[config.mk]
export PLATFORM = sky130hd
export DESIGN_NAME = spi_cfg_guard
export DESIGN_NICKNAME = d
export VERILOG_FILES = /design/src/rtl/spi_cfg_guard_pkg.sv /design/src/rtl/spi_cfg_guard_ctrl.sv /design/src/rtl/spi_cfg_guard_regs.sv /design/src/rtl/spi_cfg_guard.sv
export SDC_FILE = /design/constraint.sdc
export NUM_CORES = 1
export LEC_CHECK = 0
export BUFFER_PORTS_ARGS = -buffer_cell sky130_fd_sc_hd__buf_2
export CAP_MARGIN = 30
export CORE_MARGIN = 3
export CORE_UTILIZATION = 35
export DETAILED_ROUTE_END_ITERATION = 6
export HOLD_SLACK_MARGIN = 0.05
export PLACE_DENSITY = 0.55
export SYNTH_ARGS = -nofsm -noshare
export SYNTH_HDL_FRONTEND = slang
export SYNTH_SLANG_ARGS = --single-unit
[constraint.sdc]
create_clock -name clk -period 2.5 [get_ports clk]
set_clock_uncertainty 0.1 [all_clocks]
set_input_delay 0 -clock clk [delete_from_list [all_inputs] [get_ports clk]]
set_output_delay 0 -clock clk [all_outputs]
set_load 0.02 [all_outputs]
[src/rtl/spi_cfg_guard_pkg.sv]
package spi_cfg_guard_pkg;
  localparam int ADDR_W = 8;
  localparam int DATA_W = 32;
  localparam int NUM_CS = 4;
  localparam int CS_IDX_W = (NUM_CS > 1) ? $clog2(NUM_CS) : 1;
  localparam int SRC_W = 16;

  localparam logic [ADDR_W-1:0] OFF_CTRL  = 8'h00;
  localparam logic [ADDR_W-1:0] OFF_MODE  = 8'h04;
  localparam logic [ADDR_W-1:0] OFF_IEN   = 8'h10;
  localparam logic [ADDR_W-1:0] OFF_IDIS  = 8'h14;
  localparam logic [ADDR_W-1:0] OFF_IMASK = 8'h18;
  localparam logic [ADDR_W-1:0] OFF_LOCK  = 8'h1C;
  localparam logic [ADDR_W-1:0] OFF_STAT  = 8'h20;
  localparam logic [ADDR_W-1:0] OFF_CS    = 8'h40;
  localparam logic [ADDR_W-1:0] CS_SPAN   = ADDR_W'(4 * NUM_CS);

  typedef enum logic [2:0] {
    RD_NONE, RD_MODE, RD_CS, RD_IMASK, RD_LOCK, RD_STAT
  } rdSel_e;

  typedef struct packed {
    logic                wrMode;
    logic                wrCs;
    logic [CS_IDX_W-1:0] csIdx;
    logic                wrIen;
    logic                wrIdis;
    logic                wrLock;
    logic                swReset;
    logic                swViol;
    logic                rdStat;
    logic                blockedHit;
    logic                inUseHit;
    logic                clrSwFlag;
    logic [SRC_W-1:0]    srcOff;
    rdSel_e              rdSel;
  } strobes_t;
endpackage

[src/rtl/spi_cfg_guard_ctrl.sv]
module spi_cfg_guard_ctrl
  import spi_cfg_guard_pkg::*;
(
  input  logic              clk,
  input  logic              rstN,
  input  logic              psel,
  input  logic              penable,
  input  logic              pwrite,
  input  logic [ADDR_W-1:0] paddr,
  input  logic              pwdata0,
  input  logic [NUM_CS-1:0] csActive,
  input  logic              lockOn,
  output strobes_t          stb
);
  logic              access;
  logic              wrAcc;
  logic [ADDR_W-1:0] csRel;
  logic              isCs;
  logic              isMode;
  logic              protTarget;
  logic              csBusy;

  assign access = psel && penable;
  assign wrAcc  = access && pwrite;
  assign csRel  = paddr - OFF_CS;
  assign isCs   = (csRel[1:0] == 2'b00) && (csRel < CS_SPAN);
  assign isMode = (paddr == OFF_MODE);
  assign protTarget = wrAcc && (isMode || isCs);

  always_comb begin
    csBusy = 1'b0;
    if (isMode) csBusy = |csActive;
    else if (isCs) csBusy = csActive[csRel[2 +: CS_IDX_W]];
  end

  always_comb begin
    stb = '0;
    stb.csIdx      = csRel[2 +: CS_IDX_W];
    stb.srcOff     = {{(SRC_W-ADDR_W){1'b0}}, paddr};
    stb.wrMode     = wrAcc && isMode && !lockOn;
    stb.wrCs       = wrAcc && isCs && !lockOn;
    stb.wrIen      = wrAcc && (paddr == OFF_IEN);
    stb.wrIdis     = wrAcc && (paddr == OFF_IDIS);
    stb.wrLock     = wrAcc && (paddr == OFF_LOCK);
    stb.swReset    = wrAcc && (paddr == OFF_CTRL) && pwdata0;
    stb.swViol     = stb.swReset && lockOn;
    stb.rdStat     = access && !pwrite && (paddr == OFF_STAT);
    stb.blockedHit = protTarget && lockOn;
    stb.inUseHit   = protTarget && csBusy;
    stb.clrSwFlag  = protTarget || stb.wrIen || stb.wrIdis;
    if (isCs) stb.rdSel = RD_CS;
    else begin
      case (paddr)
        OFF_MODE:  stb.rdSel = RD_MODE;
        OFF_IMASK: stb.rdSel = RD_IMASK;
        OFF_LOCK:  stb.rdSel = RD_LOCK;
        OFF_STAT:  stb.rdSel = RD_STAT;
        default:   stb.rdSel = RD_NONE;
      endcase
    end
  end

  AST_ONE_WRITE_TARGET: assert property (@(posedge clk) disable iff (!rstN)
    $onehot0({stb.wrMode, stb.wrCs, stb.wrIen, stb.wrIdis, stb.wrLock, stb.swReset}));

  AST_READ_NOT_WRITE: assert property (@(posedge clk) disable iff (!rstN)
    stb.rdStat |-> !(stb.blockedHit || stb.inUseHit || stb.swViol || stb.clrSwFlag));
endmodule

[src/rtl/spi_cfg_guard_regs.sv]
module spi_cfg_guard_regs
  import spi_cfg_guard_pkg::*;
#(
  parameter int MODE_W = 8,
  parameter int CS_W   = 16,
  parameter int INT_W  = 4
) (
  input  logic                   clk,
  input  logic                   rstN,
  input  strobes_t               stb,
  input  logic [DATA_W-1:0]      pwdata,
  output logic                   lockOn,
  output logic [DATA_W-1:0]      prdata,
  output logic [MODE_W-1:0]      modeOut,
  output logic [NUM_CS*CS_W-1:0] csCfgOut,
  output logic [INT_W-1:0]       intMaskOut
);
  localparam int USE_W = (CS_W > MODE_W) ? ((CS_W > INT_W) ? CS_W : INT_W)
                                         : ((MODE_W > INT_W) ? MODE_W : INT_W);

  logic [MODE_W-1:0] modeReg;
  logic [CS_W-1:0]   csReg [NUM_CS];
  logic [INT_W-1:0]  maskReg;
  logic              lockReg;
  logic [2:0]        vFlags;
  logic [SRC_W-1:0]  vSrc;
  logic              unusedHi;

  assign unusedHi = ^pwdata[DATA_W-1:USE_W];

  always_ff @(posedge clk or negedge rstN) begin
    if (!rstN) begin
      modeReg <= '0;
      maskReg <= '0;
      lockReg <= 1'b0;
      vFlags  <= '0;
      vSrc    <= '0;
      for (int i = 0; i < NUM_CS; i++) csReg[i] <= '0;
    end else begin
      if (stb.swReset) begin
        modeReg <= '0;
        maskReg <= '0;
        for (int i = 0; i < NUM_CS; i++) csReg[i] <= '0;
      end else begin
        if (stb.wrMode) modeReg <= pwdata[MODE_W-1:0];
        if (stb.wrCs) csReg[stb.csIdx] <= pwdata[CS_W-1:0];
        if (stb.wrIen) maskReg <= maskReg | pwdata[INT_W-1:0];
        if (stb.wrIdis) maskReg <= maskReg & ~pwdata[INT_W-1:0];
      end
      if (stb.wrLock) lockReg <= pwdata[0];
      vFlags[0] <= (vFlags[0] && !stb.rdStat) || stb.blockedHit;
      vFlags[1] <= (vFlags[1] && !(stb.rdStat || stb.clrSwFlag)) || stb.swViol;
      vFlags[2] <= (vFlags[2] && !stb.rdStat) || stb.inUseHit;
      if (stb.blockedHit || stb.inUseHit) vSrc <= stb.srcOff;
      else if (stb.rdStat) vSrc <= '0;
    end
  end

  generate
    for (genvar g = 0; g < NUM_CS; g++) begin : g_csOut
      assign csCfgOut[g*CS_W +: CS_W] = csReg[g];
    end
  endgenerate

  assign modeOut    = modeReg;
  assign intMaskOut = maskReg;
  assign lockOn     = lockReg;

  always_comb begin
    prdata = '0;
    case (stb.rdSel)
      RD_MODE:  prdata[MODE_W-1:0] = modeReg;
      RD_CS:    prdata[CS_W-1:0] = csReg[stb.csIdx];
      RD_IMASK: prdata[INT_W-1:0] = maskReg;
      RD_LOCK:  prdata[0] = lockReg;
      RD_STAT: begin
        prdata[2:0] = vFlags;
        prdata[8 +: SRC_W] = vSrc;
      end
      default:  prdata = '0;
    endcase
  end

  AST_BLOCK_KEEPS_CFG: assert property (@(posedge clk) disable iff (!rstN)
    stb.blockedHit |=> $stable(modeOut) && $stable(csCfgOut));

  AST_BLOCK_FLAGGED: assert property (@(posedge clk) disable iff (!rstN)
    stb.blockedHit |=> vFlags[0] && (vSrc == $past(stb.srcOff)));

  AST_INUSE_FLAGGED: assert property (@(posedge clk) disable iff (!rstN)
    stb.inUseHit |=> vFlags[2] && (vSrc == $past(stb.srcOff)));

  AST_SWRESET_FLAGGED: assert property (@(posedge clk) disable iff (!rstN)
    stb.swViol |=> vFlags[1] && (modeOut == '0) && (intMaskOut == '0));

  AST_READ_EMPTIES: assert property (@(posedge clk) disable iff (!rstN)
    stb.rdStat |=> (vFlags == 3'b000) && (vSrc == '0));

  AST_FLAGS_STICKY: assert property (@(posedge clk) disable iff (!rstN)
    !stb.rdStat |=> ((vFlags & $past(vFlags) & 3'b101) == ($past(vFlags) & 3'b101)));
endmodule

[src/rtl/spi_cfg_guard.sv]
module spi_cfg_guard
  import spi_cfg_guard_pkg::*;
#(
  parameter int MODE_W = 8,
  parameter int CS_W   = 16,
  parameter int INT_W  = 4
) (
  input  logic                   clk,
  input  logic                   rstN,
  input  logic                   psel,
  input  logic                   penable,
  input  logic                   pwrite,
  input  logic [ADDR_W-1:0]      paddr,
  input  logic [DATA_W-1:0]      pwdata,
  output logic [DATA_W-1:0]      prdata,
  output logic                   pready,
  output logic                   pslverr,
  input  logic [NUM_CS-1:0]      csActive,
  output logic [MODE_W-1:0]      modeOut,
  output logic [NUM_CS*CS_W-1:0] csCfgOut,
  output logic [INT_W-1:0]       intMaskOut
);
  strobes_t stb;
  logic     lockOn;

  assign pready  = 1'b1;
  assign pslverr = 1'b0;

  spi_cfg_guard_ctrl ctrl_i (
    .clk      (clk),
    .rstN     (rstN),
    .psel     (psel),
    .penable  (penable),
    .pwrite   (pwrite),
    .paddr    (paddr),
    .pwdata0  (pwdata[0]),
    .csActive (csActive),
    .lockOn   (lockOn),
    .stb      (stb)
  );

  spi_cfg_guard_regs #(
    .MODE_W (MODE_W),
    .CS_W   (CS_W),
    .INT_W  (INT_W)
  ) regs_i (
    .clk        (clk),
    .rstN       (rstN),
    .stb        (stb),
    .pwdata     (pwdata),
    .lockOn     (lockOn),
    .prdata     (prdata),
    .modeOut    (modeOut),
    .csCfgOut   (csCfgOut),
    .intMaskOut (intMaskOut)
  );
endmodule

==> results.yml, run 1 <==
drt:
  drtPass1Iterations: 5
  routed_wl_mm: 15.8
  wl_per_cell_um: 20.0
  route.detailed.drc: 0
  vias_per_cell: 5.71
  ant_nets: 0
  vias: 4491
  drt-initial-drc-count: 469
placement:
  dp_cells: 749
  gp_congestion: 0.856
  hpwl_mm: 10.4
  io_buffers: 124
yosys:
  yosys_register_bits: 88
  synth_area_leader_cell: "dfrtp_1"
  synth_seq_area_share: 0.472
  syn-mean-instance-area_sq_um: 9.81
  synth_area_leaders: "dfrtp_1 47%, mux4_2 8.2%, o21ai_0 7.3%"
  ys.flop_type: "dfrtp_1"
  netlist_area_sq_um: 4660
  synth_warnings: 0
  synth_top_area_share: 0.472
  netlist_top_cells_count: "88 x dfrtp_1, 68 x o21ai_0, 65 x nand3_1"
  synth_most_common_cell: "dfrtp_1"
  synth_cell_types: 40
  synth_edf_count: 0
  synth_cells: 475
  synthArstFlopShare: 1.00
timing:
  tns_ps: 0
  period_needed_ps: 2300
  finalCritPeriodShare: 0.921
  worst-slew-pin-transition_ps: 652
  setup_viol_count_final: 0
  finalHoldViolCount: 0
  final-max-slew-violation-count: 0
  rsz0062_at_grt: "false"
  timing.hold.ws_ps: 88.9
  maxSlewHeadroom: 0.561
  clock.fmax_mhz: 434
layout:
  nets: 658
  fin_cells: 786
  drive_above_1_share: 0.308
  antenna_cells: 0
  fillers: 1272
  final_core_utilization: 0.464
  area_growth_pct: 27.7
floorplanning:
  io_pins: 159
  start_util: 0.363
  die-area_sq_um: 14700
  fp.dieH_um: 121
  die_x_um: 121
  fp-row-count: 41
  core_area_sq_um: 12800
clock_tree:
  cts_buffers: 9
  tritoncts: "yes"
  clk_pin_slew_ps: 60
  htree_levels: 3
  cts_buffer_depth: 2
  ctsRootBufferMaster: "clkbuf_16"
  cts.sinks: 88
  clk_latency_ps: 330
  cts_setup_buffers: 0
worst_setup_path:
  path_delay_family: "buffers and inverters"
  startpoint_type: "primary input"
  critPathRequiredTime_ps: 2400
  criticalPathCategory: "in -> out"
  crit_top_cell: "buf_2"
  end_kind: "primary output"
  crit_path_max_fanout: 11
  cp_cell_sequence: "dlygate4sd3_1, buf_2, or4_1, nor3_1, buf_4, a22o_1, a311o_1, buf_2"
  critPathMaxStageDelay_ps: 660
  path_buf_inv: 4
  cp.arrival_ps: 2200
  critPathSlowestCell: "or4_1"
global_route:
  antenna_found_initial: 0
  grt_pass1_wl_mm: 24.9
  grt_max_degree: 65
  grt_pass1_vias: 4378
  grt_use_total: 0.215
  overflow: 0
power:
  p_per_area_nw_per_um2: 521
  power_uw: 3100
  p_leak_uw: 0.00286
  ir_worst_vdd_mv: 0.274
run:
  maxCapViolCount: 0
min_path:
  hold_path_class: "in -> reg"
outcome:
  status: "finished clean"
-- metrics by stage --
step                      worst slack (ps)  area, sq um
after global placement                 539         5460
after detailed placement               458         5460
after CTS                              198         5950
after floorplan                        745         4720
final                                  198         5950
after global routing                  83.7         5950
-- metal layers --
layer | up-vias | wire length (um) | GRT usage
met1 | 2248 | 6670 | 0.305
met5 | - | 0 | 0
met4 | 0 | 256 | 0.0749
met3 | 23 | 1110 | 0.0308
met2 | 226 | 7720 | 0.339
li1 | 1994 | - | -
-- state kept, by name, indices dropped and copies added (netlist names) --
| name | cells |
|---|---|
| regs_i.vFlags | 3 |
| regs_i.lockOn | 1 |
| regs_i.modeOut | 8 |
| regs_i.csCfgOut | 64 |
| regs_i.intMaskOut | 4 |
| regs_i.vSrc | 8 |
-- cell type report --
type                    instances  area (sq um)  share of cell area
inverters                       4          15.0             0.00252
well taps                     172           215              0.0361
clock buffers                  12           236              0.0397
flip-flops and latches         88          2200               0.370
clock inverters                 4          45.0             0.00757
multi-input cells             339          2200               0.370
repair buffers                167          1040               0.174
-- power breakdown --
group / switching [uW] / internal, uW
combinational: 218 / 107
clock: 544 / 771
sequential: 18.0 / 1450
total: 780 / 2320
-- placed cells by master, fill, tap and decap left out, types with 11 or more instances in the layout --
| master | Yosys | final |
|---|---|---|
| buf_2 | 8 | 123 |
| dfrtp_1 | 88 | 88 |
| o21ai_0 | 68 | 68 |
| nand3_1 | 65 | 65 |
| a21oi_1 | 64 | 64 |
| dlygate4sd3_1 | 0 | 21 |
| buf_4 | 19 | 20 |
| conb_1 | 2 | 18 |
| mux4_2 | 17 | 17 |
| nor2_1 | 16 | 15 |
| a22o_1 | 14 | 14 |
| nand2_1 | 14 | 14 |
| mux2i_1 | 11 | 11 |
-- worst paths after layout --
| kind | startpoint | endpoint | slack, ps | cells after the start |
|---|---|---|---|---|
| max | paddr[6] | prdata[0] | 200 | 8 |
| min | paddr[0] | regs_i.vFlags[2]$_DFF_PN0_ | 90 | 4 |
| max reg2reg | regs_i.lockOn$_DFFE_PN0P_ | regs_i.csCfgOut[10]$_DFFE_PN0P_ | 700 | 5 |
| min reg2reg | regs_i.vFlags[2]$_DFF_PN0_ | regs_i.vFlags[2]$_DFF_PN0_ | 420 | 2 |
| max in group asynchronous | rstN | regs_i.modeOut[2]$_DFFE_PN0P_ | 1490 | 3 |
| min in group asynchronous | rstN | regs_i.vFlags[2]$_DFF_PN0_ | 130 | 2 |
-- timing repair --
action | CTS | global route
hold buffers | 21 | 0
gates resized for setup | 0 | 0
endpoints found under the hold margin | 121 | 0
-- logic make-up after synthesis --
| group | after synthesis | synth area share |
|---|---|---|
| AO/OA/AOI/OAI | 165 | 0.204 |
| buffers and inverters | 64 | 0.0706 |
| flip-flops | 88 | 0.472 |
| multiplexers | 30 | 0.111 |
| other | 2 | 0.00161 |
| AND/OR/NAND/NOR | 126 | 0.141 |
-- worst register-to-register path, stage by stage, from the launching register on --
cell and delay [ps]:
dfrtp_1 440, and4b_1 320, and4_2 280, buf_12 270, nand3_1 160, a21oi_1 160
No activity file was read; power rests on OpenSTA's default activity.
==> run 2: changes to the inputs <==
RECOVER_POWER = 50   (was not set)
==> results.yml, run 2 (synthesis results as in run 1) <==
worst_setup_path:
  crit_start: "paddr[6]"
  crit_path_max_fanout: 11
  r2r_start: "regs_i.lockOn$_DFFE_PN0P_"
  end_kind: "primary output"
  critPathRequiredTime_ps: 2400
  criticalPathCategory: "in -> out"
  startpoint_type: "primary input"
  cp.arrival_ps: 2200
timing:
  finalCritPeriodShare: 0.921
  rsz0062_at_grt: "false"
  final-max-slew-violation-count: 0
  worst-slew-pin-transition_ps: 1230
  period_needed_ps: 2300
  maxSlewHeadroom: 0.178
  setup_viol_count_final: 0
  clock.fmax_mhz: 434
  tns_ps: 0
  finalHoldViolCount: 0
drt:
  vias_per_cell: 5.66
  routed_wl_mm: 15.7
  drtPass1Iterations: 7
  vias: 4451
  wl_per_cell_um: 20.0
  ant_nets: 0
  route.detailed.drc: 0
  drt-initial-drc-count: 476
clock_tree:
  cts_setup_buffers: 0
  tritoncts: "yes"
  ctsRootBufferMaster: "clkbuf_16"
  cts_buffer_depth: 2
  clk_latency_ps: 330
  htree_levels: 3
  clk_pin_slew_ps: 60
  cts.sinks: 88
  cts_buffers: 9
floorplanning:
  die_x_um: 121
  fp-row-count: 41
  fp.dieH_um: 121
  core_area_sq_um: 12800
  io_pins: 159
  start_util: 0.363
  die-area_sq_um: 14700
min_path:
  min_from: "paddr[0]"
  hold_path_class: "in -> reg"
layout:
  fin_cells: 786
  seq_area_sq_um: 2200
  area_growth_pct: 25.6
  final_cell_mix: "88 x dfrtp_1, 79 x clkbuf_1, 68 x o21ai_0"
  fillers: 1304
  antenna_cells: 0
  largest_register_ffs: 64
  multi_input_area_sq_um: 2200
  layout_commonest_cell: "dfrtp_1"
  design_area_sq_um: 5860
  nets: 658
  drive_above_1_share: 0.184
placement:
  io_buffers: 124
  hpwl_mm: 10.4
  dpl-instance-area_sq_um: 5460
  dp_cells: 749
  gp_congestion: 0.856
run:
  maxCapViolCount: 0
global_route:
  grt_use_total: 0.215
  overflow: 0
  grt_max_degree: 65
  grt_pass1_wl_mm: 24.9
  antenna_found_initial: 0
  grt_pass1_vias: 4378
power:
  p_per_area_nw_per_um2: 531
  p_leak_uw: 0.00253
  clkPwrFrac: 0.426
  internal_power_uw: 2320
  swShare: 0.254
  ir_worst_vdd_mv: 0.281
  pwr-share-seq: 0.471
  pwr-share-comb: 0.103
  p_switching_uw: 790
outcome:
  status: "finished clean"
[run 2: what timing repair did]
item,4_1_cts,5_1_grt
hold endpoints to repair,121,0
resized for setup,0,0
hold buffers,21,0
[run 2: metal layers]
layer / up-vias / global-route usage / part of all wire
met4: 0 / 0.0749 / 0.017
met3: 25 / 0.0308 / 0.067
met5: - / 0 / 0
li1: 1997 / - / -
met1: 2226 / 0.305 / 0.43
met2: 203 / 0.339 / 0.49
[run 2: power by group through the flow]
stage | logic (uW) | clock network, uW | registers (uW)
detailed placement | 300 | 0 | 1490
global placement | 296 | 0 | 1490
global route | 349 | 1400 | 1470
CTS | 326 | 1330 | 1460
floorplan | 150 | 0 | 1510
finish | 320 | 1320 | 1460
[run 2: final timing paths]
path                                                         to  slack (ps)  cells after the start
min in group asynchronous            regs_i.vFlags[2]$_DFF_PN0_         360                      2
max in group asynchronous         regs_i.modeOut[2]$_DFFE_PN0P_        1080                      3
worst min-delay path                 regs_i.vFlags[2]$_DFF_PN0_          90                      4
worst min register to register       regs_i.vFlags[2]$_DFF_PN0_         420                      2
worst max register to register  regs_i.csCfgOut[61]$_DFFE_PN0P_         710                      5
worst max-delay path                                  prdata[0]         200                      8
[run 2: metrics by stage]
step                      utilization  power [uW]  worst slack (ps)  hold slack, ps
final                           0.457        3110               197            90.9
after global routing            0.457        3210              83.7             104
after CTS                       0.464        3120               198            68.9
after detailed placement        0.426        1790               458           -46.9
after global placement          0.426        1780               539           -49.2
after floorplan                     -        1660               745            -396
[run 2: final cells by class]
type | count | area share
Clock inverter | 4 | 0.00769
Tap cell | 172 | 0.0368
Clock buffer | 12 | 0.0404
Inverter | 4 | 0.00256
Sequential cell | 88 | 0.376
Multi-Input combinational cell | 339 | 0.376
Timing Repair Buffer | 167 | 0.160
[run 2: worst max-delay path, cell delays in order]
cell and delay [ps]:
dlygate4sd3_1 540, buf_2 190, or4_1 660, nor3_1 230, buf_4 170, a22o_1 120, a311o_1 120, buf_2 170
